`config.mk`:
```
export PLATFORM = sky130hd
export DESIGN_NAME = intc_top
export DESIGN_NICKNAME = d
export VERILOG_FILES = /design/src/rtl/intc_pkg.sv /design/src/rtl/intc_gateway.sv /design/src/rtl/intc_select.sv /design/src/rtl/intc_top.sv
export SDC_FILE = /design/constraint.sdc
export NUM_CORES = 1
export LEC_CHECK = 0
export BUFFER_PORTS_ARGS = -buffer_cell sky130_fd_sc_hd__buf_2
export CELL_PAD_IN_SITES_DETAIL_PLACEMENT = 1
export CELL_PAD_IN_SITES_GLOBAL_PLACEMENT = 1
export CORE_MARGIN = 5
export CORE_UTILIZATION = 45
export DETAILED_ROUTE_END_ITERATION = 8
export PLACE_DENSITY = 0.91
export SLEW_MARGIN = 20
export SYNTH_ARGS = -nofsm -noshare
export SYNTH_HDL_FRONTEND = slang
export SYNTH_HIERARCHICAL = 1
export SYNTH_SLANG_ARGS = --single-unit
```
`constraint.sdc`:
```
create_clock -name clk -period 54 [get_ports clk]
set_input_delay 2.7 -clock clk [delete_from_list [all_inputs] [get_ports clk]]
set_output_delay 2.7 -clock clk [all_outputs]
set_load 0.05 [all_outputs]
```
`src/rtl/intc_pkg.sv`:
```
package intc_pkg;
  // Byte-address map of the register space
  localparam logic [31:0] PEND_BASE  = 32'h0000_1000;
  localparam logic [31:0] MODE_BASE  = 32'h0000_1100;
  localparam logic [31:0] WORD_SPAN  = 32'h0000_0080;
  localparam logic [31:0] EN_BASE    = 32'h0000_2000;
  localparam logic [31:0] EN_STRIDE  = 32'h0000_0080;
  localparam logic [31:0] CTX_BASE   = 32'h0020_0000;
  localparam logic [31:0] CTX_STRIDE = 32'h0000_1000;
  // Word index inside a context control page
  localparam logic [9:0]  REG_THR    = 10'd0;
  localparam logic [9:0]  REG_CLAIM  = 10'd1;
endpackage

```
`src/rtl/intc_gateway.sv`:
```
module intc_gateway (
  input  logic clk,
  input  logic rst,
  input  logic line_i,
  input  logic edge_mode_i,
  input  logic claim_i,
  input  logic complete_i,
  output logic pending_o,
  output logic inflight_o
);
  logic line_q;
  logic armed;
  logic req;

  assign armed = !pending_o && !inflight_o;
  assign req   = edge_mode_i ? (line_i && !line_q) : line_i;

  always_ff @(posedge clk) begin
    if (rst) begin
      line_q     <= 1'b0;
      pending_o  <= 1'b0;
      inflight_o <= 1'b0;
    end else begin
      line_q <= line_i;
      if (claim_i && pending_o) begin
        pending_o  <= 1'b0;
        inflight_o <= 1'b1;
      end else if (armed && req) begin
        pending_o <= 1'b1;
      end
      if (complete_i && inflight_o) inflight_o <= 1'b0;
    end
  end
endmodule

```
`src/rtl/intc_select.sv`:
```
module intc_select #(
  parameter int NSRC   = 31,
  parameter int PRIO_W = 3,
  parameter int IDW    = 5
) (
  input  logic                        clk,
  input  logic                        rst,
  input  logic [NSRC:0]               cand_i,
  input  logic [NSRC:0][PRIO_W-1:0]   prio_i,
  input  logic [PRIO_W-1:0]           thr_i,
  output logic [IDW-1:0]              win_id_o,
  output logic                        irq_o
);
  logic [PRIO_W-1:0] best_p;

  // Ascending scan with strict compare: equal priority keeps the lower ID
  always_comb begin
    best_p   = '0;
    win_id_o = '0;
    for (int s = 0; s <= NSRC; s++) begin
      if (cand_i[s] && (prio_i[s] > thr_i) && (prio_i[s] > best_p)) begin
        best_p   = prio_i[s];
        win_id_o = IDW'(s);
      end
    end
  end

  always_ff @(posedge clk) begin
    if (rst) irq_o <= 1'b0;
    else     irq_o <= (win_id_o != '0);
  end
endmodule

```
`src/rtl/intc_top.sv`:
```
module intc_top
  import intc_pkg::*;
#(
  parameter int NSRC   = 31,
  parameter int NCTX   = 2,
  parameter int PRIO_W = 3,
  parameter int ADDR_W = 24
) (
  input  logic              clk,
  input  logic              rst,
  input  logic [NSRC:1]     src_irq_i,
  input  logic              rd_en_i,
  input  logic              wr_en_i,
  input  logic [ADDR_W-1:0] addr_i,
  input  logic [31:0]       wdata_i,
  output logic [31:0]       rdata_o,
  output logic [NCTX-1:0]   irq_o,
  output logic [NSRC:1]     pending_o
);
  localparam int IDW    = $clog2(NSRC + 1);
  localparam int EN_SH  = $clog2(EN_STRIDE);
  localparam int CTX_SH = $clog2(CTX_STRIDE);

  logic [NSRC:0][PRIO_W-1:0]          prio_q;
  logic [NCTX-1:0][NSRC:0]            en_q;
  logic [NCTX-1:0][PRIO_W-1:0]        thr_q;
  logic [NSRC:1]                      mode_q;
  logic [NSRC:0]                      pend, infl;
  logic [NSRC:1]                      claim_src, done_src;
  logic [NCTX-1:0][IDW-1:0]           win_id;
  logic [31:0]                        rd_val;

  // Address decode
  logic [ADDR_W-1:0] en_off, ctx_off, en_ctx, ctx_sel;
  logic [4:0]        word_sel;
  logic [9:0]        reg_sel;
  logic              is_prio, is_pend, is_mode, is_en, is_ctx;

  assign en_off   = addr_i - ADDR_W'(EN_BASE);
  assign ctx_off  = addr_i - ADDR_W'(CTX_BASE);
  assign en_ctx   = en_off >> EN_SH;
  assign ctx_sel  = ctx_off >> CTX_SH;
  assign word_sel = addr_i[6:2];
  assign reg_sel  = addr_i[11:2];
  assign is_prio  = addr_i < ADDR_W'(PEND_BASE);
  assign is_pend  = (addr_i >= ADDR_W'(PEND_BASE)) && (addr_i < ADDR_W'(PEND_BASE + WORD_SPAN));
  assign is_mode  = (addr_i >= ADDR_W'(MODE_BASE)) && (addr_i < ADDR_W'(MODE_BASE + WORD_SPAN));
  assign is_en    = (addr_i >= ADDR_W'(EN_BASE)) && (en_off < ADDR_W'(NCTX * EN_STRIDE));
  assign is_ctx   = (addr_i >= ADDR_W'(CTX_BASE)) && (ctx_off < ADDR_W'(NCTX * CTX_STRIDE));

  // One request gate per source
  assign pend[0] = 1'b0;
  assign infl[0] = 1'b0;
  generate
    for (genvar s = 1; s <= NSRC; s++) begin : g_gate
      intc_gateway u_gate (
        .clk        (clk),
        .rst        (rst),
        .line_i     (src_irq_i[s]),
        .edge_mode_i(mode_q[s]),
        .claim_i    (claim_src[s]),
        .complete_i (done_src[s]),
        .pending_o  (pend[s]),
        .inflight_o (infl[s])
      );
    end
    for (genvar c = 0; c < NCTX; c++) begin : g_ctx
      intc_select #(.NSRC(NSRC), .PRIO_W(PRIO_W), .IDW(IDW)) u_sel (
        .clk     (clk),
        .rst     (rst),
        .cand_i  (pend & en_q[c]),
        .prio_i  (prio_q),
        .thr_i   (thr_q[c]),
        .win_id_o(win_id[c]),
        .irq_o   (irq_o[c])
      );
    end
  endgenerate

  assign pending_o = pend[NSRC:1];

  // Claim reads and completion writes
  always_comb begin
    claim_src = '0;
    done_src  = '0;
    for (int c = 0; c < NCTX; c++) begin
      for (int s = 1; s <= NSRC; s++) begin
        if (rd_en_i && is_ctx && ctx_sel == ADDR_W'(c) && reg_sel == REG_CLAIM &&
            win_id[c] == IDW'(s))
          claim_src[s] = 1'b1;
        if (wr_en_i && is_ctx && ctx_sel == ADDR_W'(c) && reg_sel == REG_CLAIM &&
            wdata_i == 32'(s) && en_q[c][s])
          done_src[s] = 1'b1;
      end
    end
  end

  // Read multiplexer
  always_comb begin
    rd_val = '0;
    if (is_prio) begin
      for (int s = 0; s <= NSRC; s++)
        if (reg_sel == 10'(s)) rd_val = 32'(prio_q[s]);
    end else if (is_pend) begin
      for (int s = 1; s <= NSRC; s++)
        if (word_sel == 5'(s / 32)) rd_val[s % 32] = pend[s];
    end else if (is_mode) begin
      for (int s = 1; s <= NSRC; s++)
        if (word_sel == 5'(s / 32)) rd_val[s % 32] = mode_q[s];
    end else if (is_en) begin
      for (int c = 0; c < NCTX; c++)
        for (int s = 1; s <= NSRC; s++)
          if (en_ctx == ADDR_W'(c) && word_sel == 5'(s / 32)) rd_val[s % 32] = en_q[c][s];
    end else if (is_ctx) begin
      for (int c = 0; c < NCTX; c++) begin
        if (ctx_sel == ADDR_W'(c)) begin
          if (reg_sel == REG_THR)        rd_val = 32'(thr_q[c]);
          else if (reg_sel == REG_CLAIM) rd_val = 32'(win_id[c]);
        end
      end
    end
  end

  // Configuration registers and registered read data
  always_ff @(posedge clk) begin
    if (rst) begin
      prio_q  <= '0;
      en_q    <= '0;
      thr_q   <= '0;
      mode_q  <= '0;
      rdata_o <= '0;
    end else begin
      rdata_o <= rd_en_i ? rd_val : 32'd0;
      if (wr_en_i) begin
        for (int s = 1; s <= NSRC; s++) begin
          if (is_prio && reg_sel == 10'(s)) prio_q[s] <= wdata_i[PRIO_W-1:0];
          if (is_mode && word_sel == 5'(s / 32)) mode_q[s] <= wdata_i[s % 32];
          for (int c = 0; c < NCTX; c++)
            if (is_en && en_ctx == ADDR_W'(c) && word_sel == 5'(s / 32))
              en_q[c][s] <= wdata_i[s % 32];
        end
        for (int c = 0; c < NCTX; c++)
          if (is_ctx && ctx_sel == ADDR_W'(c) && reg_sel == REG_THR)
            thr_q[c] <= wdata_i[PRIO_W-1:0];
      end
    end
  end
endmodule

```
* After elaboration in Yosys (flattened, before gate mapping)
Index checks and enable logic that the tools add are counted.
Word-level totals: register bits after elaboration 319, input bits 91, output and inout bits 65, logic and storage cells 1560
Operators by class: add/subtract/negate cells 2, order comparisons 132, equal/unequal tests 126, multiplexer cells 446, bitwise gates (word level) 3, reductions and logical operators 719
Operators by type and width (count):
- 2-to-1 mux 32 bit | 34
- logical AND 1 bit | 521
- equality test 32 x 5 -> 1 bit (second input constant) | 16
- > comparator 3 bit | 122
- 2-to-1 mux 1 bit | 284
- equality test 32 x 4 -> 1 bit (second input constant) | 8
- 2-to-1 mux 3 bit | 69
- 2-to-1 mux 5 bit | 36
- equality test 10 x 5 -> 1 bit (second input constant) | 16
- equality test 5 bit (second input constant) | 32
- equality test 32 x 3 -> 1 bit (second input constant) | 4
- OR reduction 2 bit | 63
- logical NOT 1 bit | 93
- 2-to-1 mux 31 bit | 3
- equality test 10 x 4 -> 1 bit (second input constant) | 8
- equality test 5 x 4 -> 1 bit (second input constant) | 16
- < comparator 24 x 13 -> 1 bit (second input constant) | 3
- AND reduction 2 bit | 36
- bitwise AND 32 bit | 2
- equality test 32 x 2 -> 1 bit (second input constant) | 2
- 2-to-1 mux 4 bit | 16
- greater-or-equal comparator 24 x 13 -> 1 bit (second input constant) | 2
- logical NOT 24 bit | 2
- equality test 10 x 3 -> 1 bit (second input constant) | 4
- other kinds (20) | 36

* Depth between registers and ports, before layout
Gate-level depths: netlist of run 1.
depth after elaboration 105, gate-level depth with buffers 229, mapped depth without buffers 228

* By module
Netlist of run 1, hierarchy kept.
Modules (own cells, without submodules):
- intc_top | instances 1, cells each 1471, area an instance 11907.7 um2, sequential area each 4484.3 um2
- intc_select (g_ctx[0].u_sel) | instances 1, cells each 979, area an instance 6824.0 um2, sequential area each 20.0 um2
- intc_select (g_ctx[1].u_sel) | instances 1, cells each 973, area an instance 6570.1 um2, sequential area each 20.0 um2
- intc_gateway | instances 31, cells each 11, area an instance 116.4 um2, sequential area each 60.1 um2

* Worst setup path after synthesis of run 1
Ideal clock, no wire load.
kind reg-to-reg, start register thr_q[5] in the netlist's numbering, end register g_gate[23].u_gate.pending_o, library setup time 0.116 ns, arrival 41.023 ns, required time 53.884 ns, slack 12.862 ns, cell stages (with the launch flop) 218, path buffers 1, clock period less this slack 41.138 ns, cells stage by stage dfxtp_1 > inv_1 > ha_1 > a21oi_1 > a22oi_1 > and2_1 > buf_6 > mux2_2 > ha_1 > nand3_1 > and3_1 > nand3_1 > mux2_2 > ha_1 > nand2b_1 > a21oi_1 > a211oi_1 > o211ai_1 > (+182 left out) > ha_1 > inv_1 > a21o_1 > a21oi_1 > nor3_1 > mux2_1 > ha_1 > a21o_1 > a21oi_1 > nor3_1 > nor2_1 > nand4_1 > or2_1 > nand2b_1 > or4_1 > o22ai_1 > nor3b_2 > a31o_1
RTL lines:
- start: declaration | RTL line intc_top.sv:26 | logic [NCTX-1:0][PRIO_W-1:0] thr_q;
- start signal: indexed assignment | RTL line intc_top.sv:144 | thr_q[c] <= wdata_i[PRIO_W-1:0];
- end signal: assignment | RTL line intc_gateway.sv:21 | pending_o <= 1'b0;
- end signal: assignment | RTL line intc_gateway.sv:26 | pending_o <= 1'b0;
- end signal: assignment | RTL line intc_gateway.sv:29 | pending_o <= 1'b1;
- end: declaration | RTL line intc_gateway.sv:8 | output logic pending_o,

==> results of run 1 <==
==> registers in the layout, summed over array words and instances, names as in the netlist <==
name	flops
thr_q	6
g_gate.u_gate/line_q	31
en_q	62
prio_q	93
g_gate.u_gate/pending_o	31
g_gate.u_gate/inflight_o	31
mode_q	31
g_ctx.u_sel/irq_o	2
rdata_o	32
==> cells in the mapped netlist, types with 29 or more instances <==
| cell type | number | area (µm²) |
|---|---|---|
| nand2_1 | 441 | 1660 |
| nor2_1 | 349 | 1310 |
| dfxtp_1 | 319 | 6390 |
| ha_1 | 277 | 3470 |
| a21oi_1 | 264 | 1320 |
| nand3_1 | 212 | 1060 |
| inv_1 | 202 | 758 |
| mux2i_1 | 181 | 1810 |
| o21ai_0 | 127 | 636 |
| and2_1 | 119 | 744 |
| clkbuf_1 | 83 | 312 |
| nor3_1 | 82 | 410 |
| nor2b_1 | 76 | 475 |
| nand2b_1 | 68 | 425 |
| a22oi_1 | 49 | 368 |
| o22ai_1 | 49 | 307 |
| nand3b_1 | 41 | 308 |
| and3_1 | 38 | 238 |
| a31oi_1 | 36 | 225 |
| a31o_1 | 34 | 298 |
| nor2b_2 | 31 | 272 |
| nor3b_2 | 31 | 388 |
| maj3_1 | 30 | 300 |
| o21a_1 | 30 | 225 |
| a21o_1 | 29 | 218 |
| o22a_1 | 29 | 254 |
==> logic make-up (layout without fill, tap and decap cells) <==
| kind of cell | Yosys count | after routing | synth area share, % |
|---|---|---|---|
| buffers and inverters | 321 | 458 | 4.37 |
| AO/OA/AOI/OAI | 956 | 956 | 23.1 |
| XOR/XNOR | 4 | 4 | 0.121 |
| multiplexers | 215 | 215 | 7.75 |
| flip-flops | 319 | 319 | 22.1 |
| adder cells (fa/ha/maj) | 313 | 313 | 13.3 |
| AND/OR/NAND/NOR | 1635 | 1635 | 29.3 |
| other | 1 | 20 | 0.0130 |
==> stage by stage <==
stage,area [µm²],setup slack (ns),instances,power [mW]
after floorplan,29000,12.86,3777,0.295
after global placement,30600,7.24,4704,0.316
after detailed placement,30600,6.07,4704,0.320
after CTS,31800,5.63,4768,0.585
after global routing,31900,1.61,4774,0.601
final,31900,4.34,4775,0.590
==> power by group <==
| part | switching [mW] | total (mW) | leakage (nW) | internal, mW |
|---|---|---|---|---|
| registers | 0.00631 | 0.246 | 2.59 | 0.239 |
| clock network | 0.119 | 0.270 | 0.601 | 0.151 |
| logic | 0.0507 | 0.0743 | 9.60 | 0.0236 |
==> worst max-delay path: cells and delay by family (launching register included) <==
kind,cells,cell delay [ns]
AOI/OAI and AO/OA,78,18.11
adders and majority gates,48,14.65
and+or+nand+nor,73,12.66
muxes,8,2.69
buffers and inverters,10,1.01
DFF,1,0.37
==> worst max-delay path by stage <==
| stage | start | endpoint | slack [ns] | cells after the start |
|---|---|---|---|---|
| final | thr_q[4] | g_gate[7].u_gate/pending_o | 4.34 | 217 |
| after global routing | thr_q[4] | g_gate[7].u_gate/pending_o | 1.61 | 217 |
| after CTS | thr_q[4] | g_gate[23].u_gate/pending_o | 5.63 | 217 |
| after detailed placement | prio_q[5] | g_gate[23].u_gate/pending_o | 6.07 | 215 |
| after global placement | prio_q[5] | g_gate[23].u_gate/pending_o | 7.24 | 211 |
| after floorplan | thr_q[5] | g_gate[23].u_gate/pending_o | 12.86 | 217 |
==> layout make-up <==
cell class                      instances  area, µm²  area share (%)
Sequential cell                       319       6390            20.0
Clock inverter                         21        263           0.824
Multi-Input combinational cell       3137      21300            67.0
Clock buffer                           43        978            3.07
Tap cell                              855       1070            3.36
Timing Repair Buffer                  190       1050            3.30
Inverter                              204        766            2.40
Antenna cell                            6       15.0          0.0471
==> metal layers <==
layer  share of wire, %  GRT usage (%)  up-vias
met3                 10           8.12      604
met4                6.6           20.6        8
met1                 38           42.9    15700
li1                   -              -    14000
met5              0.037              0        -
met2                 45           56.1     2023
==> run metrics, run 1 <==
Slew @ Worst Pin 1.24 ns; Final Cycle Share 92.0%; DRC Markers 0; CTS root buf clkbuf_16; VDD IR-drop max 0.0000310 V; DP HPWL between 90000 and 100000 µm; count of pins over their slew limit 0; starting density of the core 45.2%; vias in the first global route 32.6k; Routed WL 130000 µm; CORE AREA about 0.064 mm²; Post-synth EDFFs 0; PostCTS Resize Cnt 0; antenna violations before repair 10; Reg2Reg Launch Point thr_q[4]; CP max-delay cell nor3_1; crit start category flip-flop; Filler cells 7971; reg2reg end g_gate[7].u_gate/pending_o; setup TNS 0 ns; Worst Reg2Reg Path Length in Cells 217; worst skew pair latency 0.60 ns; Nets 4256; Worst Min Path Start g_gate[23].u_gate/line_q; status finished, final reports clean; reg2reg setup slack 4.34 ns; RSZ-0062 raised after global routing no; final core utilization 49.8%; Worst-path clk slew roughly 0.070 ns; Final Wtd Congestion 1.01; pwr/cell area ~19 mW/mm²; CTS tree done; Avg Cell Area, Syn 7.68 µm²; hold-fix buffers at CTS 0; wire per inst 27.2 µm; YS warnings 6; initial drt markers about 3.7k; Area Overhead vs Synth 10.3%; Die ar. 0.0694 mm²; layout cell share with drive strength beyond 1 12.4%; Finish-stage setup viols 0; class of the worst hold path reg2reg; Max-cap violations 0; Via Count 32.4k; leakage 12.8 nW; grt total ovfl 0; Std-Cell Rows 93; Hold Vio Cnt, Final 0; critical path type reg2reg; IO Pins 156; synth unique cells 135; CTS sink count 319; Initial DRT Pass Iterations 7; Final Critical Period a little under 50 ns; relative slew slack between 10% and 20%; Worst EP arrival roughly 50 ns; most frequent cells in the layout 441 x nand2_1, 349 x nor2_1, 319 x dfxtp_1; cell mode on critical path ha_1; Hold EP g_gate[23].u_gate/pending_o; CP peak stage delay approximately 0.77 ns; cts bufs inserted 36; Worst EP required 54.49 ns; critical path fanouts, max 15; Routed Antenna Nets 0; final hold slack 0.499 ns; ys flop type dfxtp_1; hold depth 2; Crit. End Element flip-flop; Post-CTS Setup Inserts 0; largest net degree at the start of global routing 105; Yosys reg bits 319; vias per cell between 6 and 7; Seq/Total Area, Yosys 22.1%; H-tree Lvls 2; Die W around 260 µm; Post-Syn Area ~0.029 mm²; most common cell after layout, fill and taps aside nand2_1; Worst Skew 0.0489 ns; Port Buf Inserts 153; Die H around 260 µm; Max clock buf depth 3; total track usage 35.0%; first-pass GRT wire length 195000 µm; asr flop ratio synth 0%; Mapped Cells 3764; Max Fclk 20.1 MHz
(Power assumes the default switching activity.)
==> inputs of run 2 (changes only) <==
Settings changed: CTS_BUF_LIST from default to sky130_fd_sc_hd__clkbuf_8.
==> run 2 against run 1 <==
Net effect: combinational power about the same; core utilization increased by 0.12 points; clock skew increased by 0.012 ns; critical endpoint is now g_gate[27].u_gate/inflight_o; power decreased by 0.28%; worst hold slack about the same; clock-buffer cell count increased by 28; die area unchanged; routed wire length increased by 0.34%; largest power group unchanged.
==> run metrics, run 2 (synthesis gave the netlist of run 1 again) <==
status finished, final reports clean; Worst Skew 0.0613 ns (+0.0124 ns); Max Fclk 20.2 MHz (+0.45%); hold-fix buffers at CTS 0 (unchanged); cts bufs inserted 56 (+56%); wire per inst 27.0 µm (-0.53%); total track usage 35.0% (about the same); grt total ovfl 0 (unchanged); most frequent cells in the layout 441 x nand2_1, 349 x nor2_1, 319 x dfxtp_1; Initial DRT Pass Iterations 6 (-1); post-place setup slack 6.07 ns (unchanged); layout cell share with drive strength beyond 1 13.0% (+0.61 points); initial drt markers 3507 (-5.4%); cell mode on critical path ha_1; Routed Antenna Nets 0 (unchanged); placed cell areas 0.0306 mm² (unchanged); Hold Vio Cnt, Final 0 (unchanged); starting density of the core 45.2% (unchanged); Area Overhead vs Synth 10.5%; Post-CTS Setup Inserts 0 (unchanged); CTS sink count 319 (unchanged); vias in the first global route 32.8k (+0.54%); first-pass GRT wire length 195000 µm (about the same); Switch Pwr 177 µW (+0.52%); Port Buf Inserts 153 (unchanged); crit start category flip-flop; DP HPWL 90000 µm (unchanged); max reg flops 93 (unchanged); count of pins over their slew limit 0 (unchanged); pwr/cell area 18.4 mW/mm² (-0.51%); most common cell after layout, fill and taps aside nand2_1; CTS root buf clkbuf_8; CP max-delay cell nor3_1; Die ar. 0.0694 mm² (unchanged); Routed WL 130000 µm (+0.34%); Via Count 32.4k (+0.0062%); Internal 411 µW (-0.62%); IO Pins 156 (unchanged); H-tree Lvls 2 (unchanged); Final Wtd Congestion 1.01 (unchanged); overall power 588 µW (-0.28%); Largest regs prio_q: 93 flops, en_q: 62 flops, rdata_o: 32 flops; vias per cell 6.72 (-0.87%); DRC Markers 0 (unchanged); Slew @ Worst Pin 1.34 ns (+0.0943 ns); CTS tree done; critical path type reg2reg; Worst-path clk slew 0.07 ns (about the same); Switching Share 30.1% (+0.24 points); Nets 4276 (+0.47%); Worst EP arrival 50.03 ns (-0.12 ns); Final Cycle Share 91.6% (-0.41 points); Top reg by flops prio_q; Final Critical Period 49.44 ns (-0.221 ns); PostCTS Resize Cnt 0 (unchanged); class of the worst hold path reg2reg; RSZ-0062 raised after global routing no; Non-Filler Instances 4817 (+0.88%); Clk pwr share 45.7% (about the same); Die W 263 µm (unchanged); final worst slack 4.56 ns (+0.221 ns); Max clock buf depth 3 (unchanged); Std-Cell Rows 93 (unchanged); VDD IR-drop max 0.0000276 V (-11%); placed cells 4704 (unchanged); Finish-stage setup viols 0 (unchanged); Crit. End Element flip-flop; Max-cap violations 0 (unchanged); Die H 263 µm (unchanged); worst skew pair latency 0.70 ns (+0.10 ns); leakage 12.9 nW (+0.88%); Seq pwr share 41.7% (about the same); final instance area 0.0320 mm² (+0.24%); Worst EP required 54.59 ns (+0.10 ns); CORE AREA 0.0640 mm² (unchanged); critical path fanouts, max 15 (unchanged); relative slew slack 10.1% (-7.1 points); antenna violations before repair 13 (+3); CP peak stage delay 0.71 ns (-0.06 ns); Comb pwr share 12.6% (about the same); largest net degree at the start of global routing 105 (unchanged); setup TNS 0 ns (unchanged)
## run 2: cell count changes in the layout (fill, tap and decap cells not counted), moves of 2 or more
cell	change
inv_6	-2
clkbuf_16	-37
clkbuf_8	+68
inv_1	+13
bufinv_16	+2
clkbuf_1	-3
diode_2	+3
## run 2: through the flow
step | hold WS, ns | utilization, %
global placement | 0.463 | 47.8
detailed placement | 0.483 | 47.8
CTS | 0.496 | 49.8
finish | 0.498 | 49.9
global route | 0.518 | 49.9
floorplan | 0.447 | -
## run 2: cell type report
cell class	instances	area, µm²
Fill cell	7981	32000
Multi-Input combinational cell	3137	21300
Sequential cell	319	6390
Tap cell	855	1070
Timing Repair Buffer	190	1060
Clock buffer	71	977
Inverter	204	766
Clock inverter	32	324
Antenna cell	9	22.5
## run 2: worst paths after layout
| path | end | start | slack, ns | cells after the start |
|---|---|---|---|---|
| worst min-delay path | g_gate[31].u_gate/inflight_o | g_gate[31].u_gate/inflight_o | 0.50 | 2 |
| worst max register to register | g_gate[27].u_gate/inflight_o | thr_q[4] | 4.56 | 217 |
| worst min register to register | g_gate[31].u_gate/inflight_o | g_gate[31].u_gate/inflight_o | 0.50 | 2 |
| worst max-delay path | g_gate[27].u_gate/inflight_o | thr_q[4] | 4.56 | 217 |
## run 2: power by group through the flow
stage / clock network (mW) / logic, mW / registers [mW]
2_1_floorplan: 0 / 0.0377 / 0.257
3_3_place_gp: 0 / 0.0672 / 0.249
3_5_place_dp: 0 / 0.0698 / 0.250
4_1_cts: 0.267 / 0.0714 / 0.245
5_1_grt: 0.278 / 0.0772 / 0.246
6_report: 0.268 / 0.0741 / 0.245
## run 2: worst max-delay path: cells and delay by family, from the launching register on
| kind | cells | cell delay (ns) |
|---|---|---|
| compound gates | 81 | 18.40 |
| fa+ha+maj | 48 | 14.75 |
| simple gates | 71 | 12.33 |
| mux | 7 | 2.36 |
| buf+inv | 10 | 1.01 |
| flops | 1 | 0.37 |
## run 2: routing by layer
| layer | part of all wire [%] | wire length, µm | up-vias | track usage, % |
|---|---|---|---|---|
| met5 | 0.11 | 142 | - | 0 |
| met4 | 7.0 | 9080 | 6 | 21.4 |
| met3 | 10 | 13000 | 595 | 8.56 |
| met2 | 44 | 57900 | 1971 | 55.8 |
| met1 | 38 | 50000 | 15700 | 42.5 |
| li1 | - | - | 14100 | - |
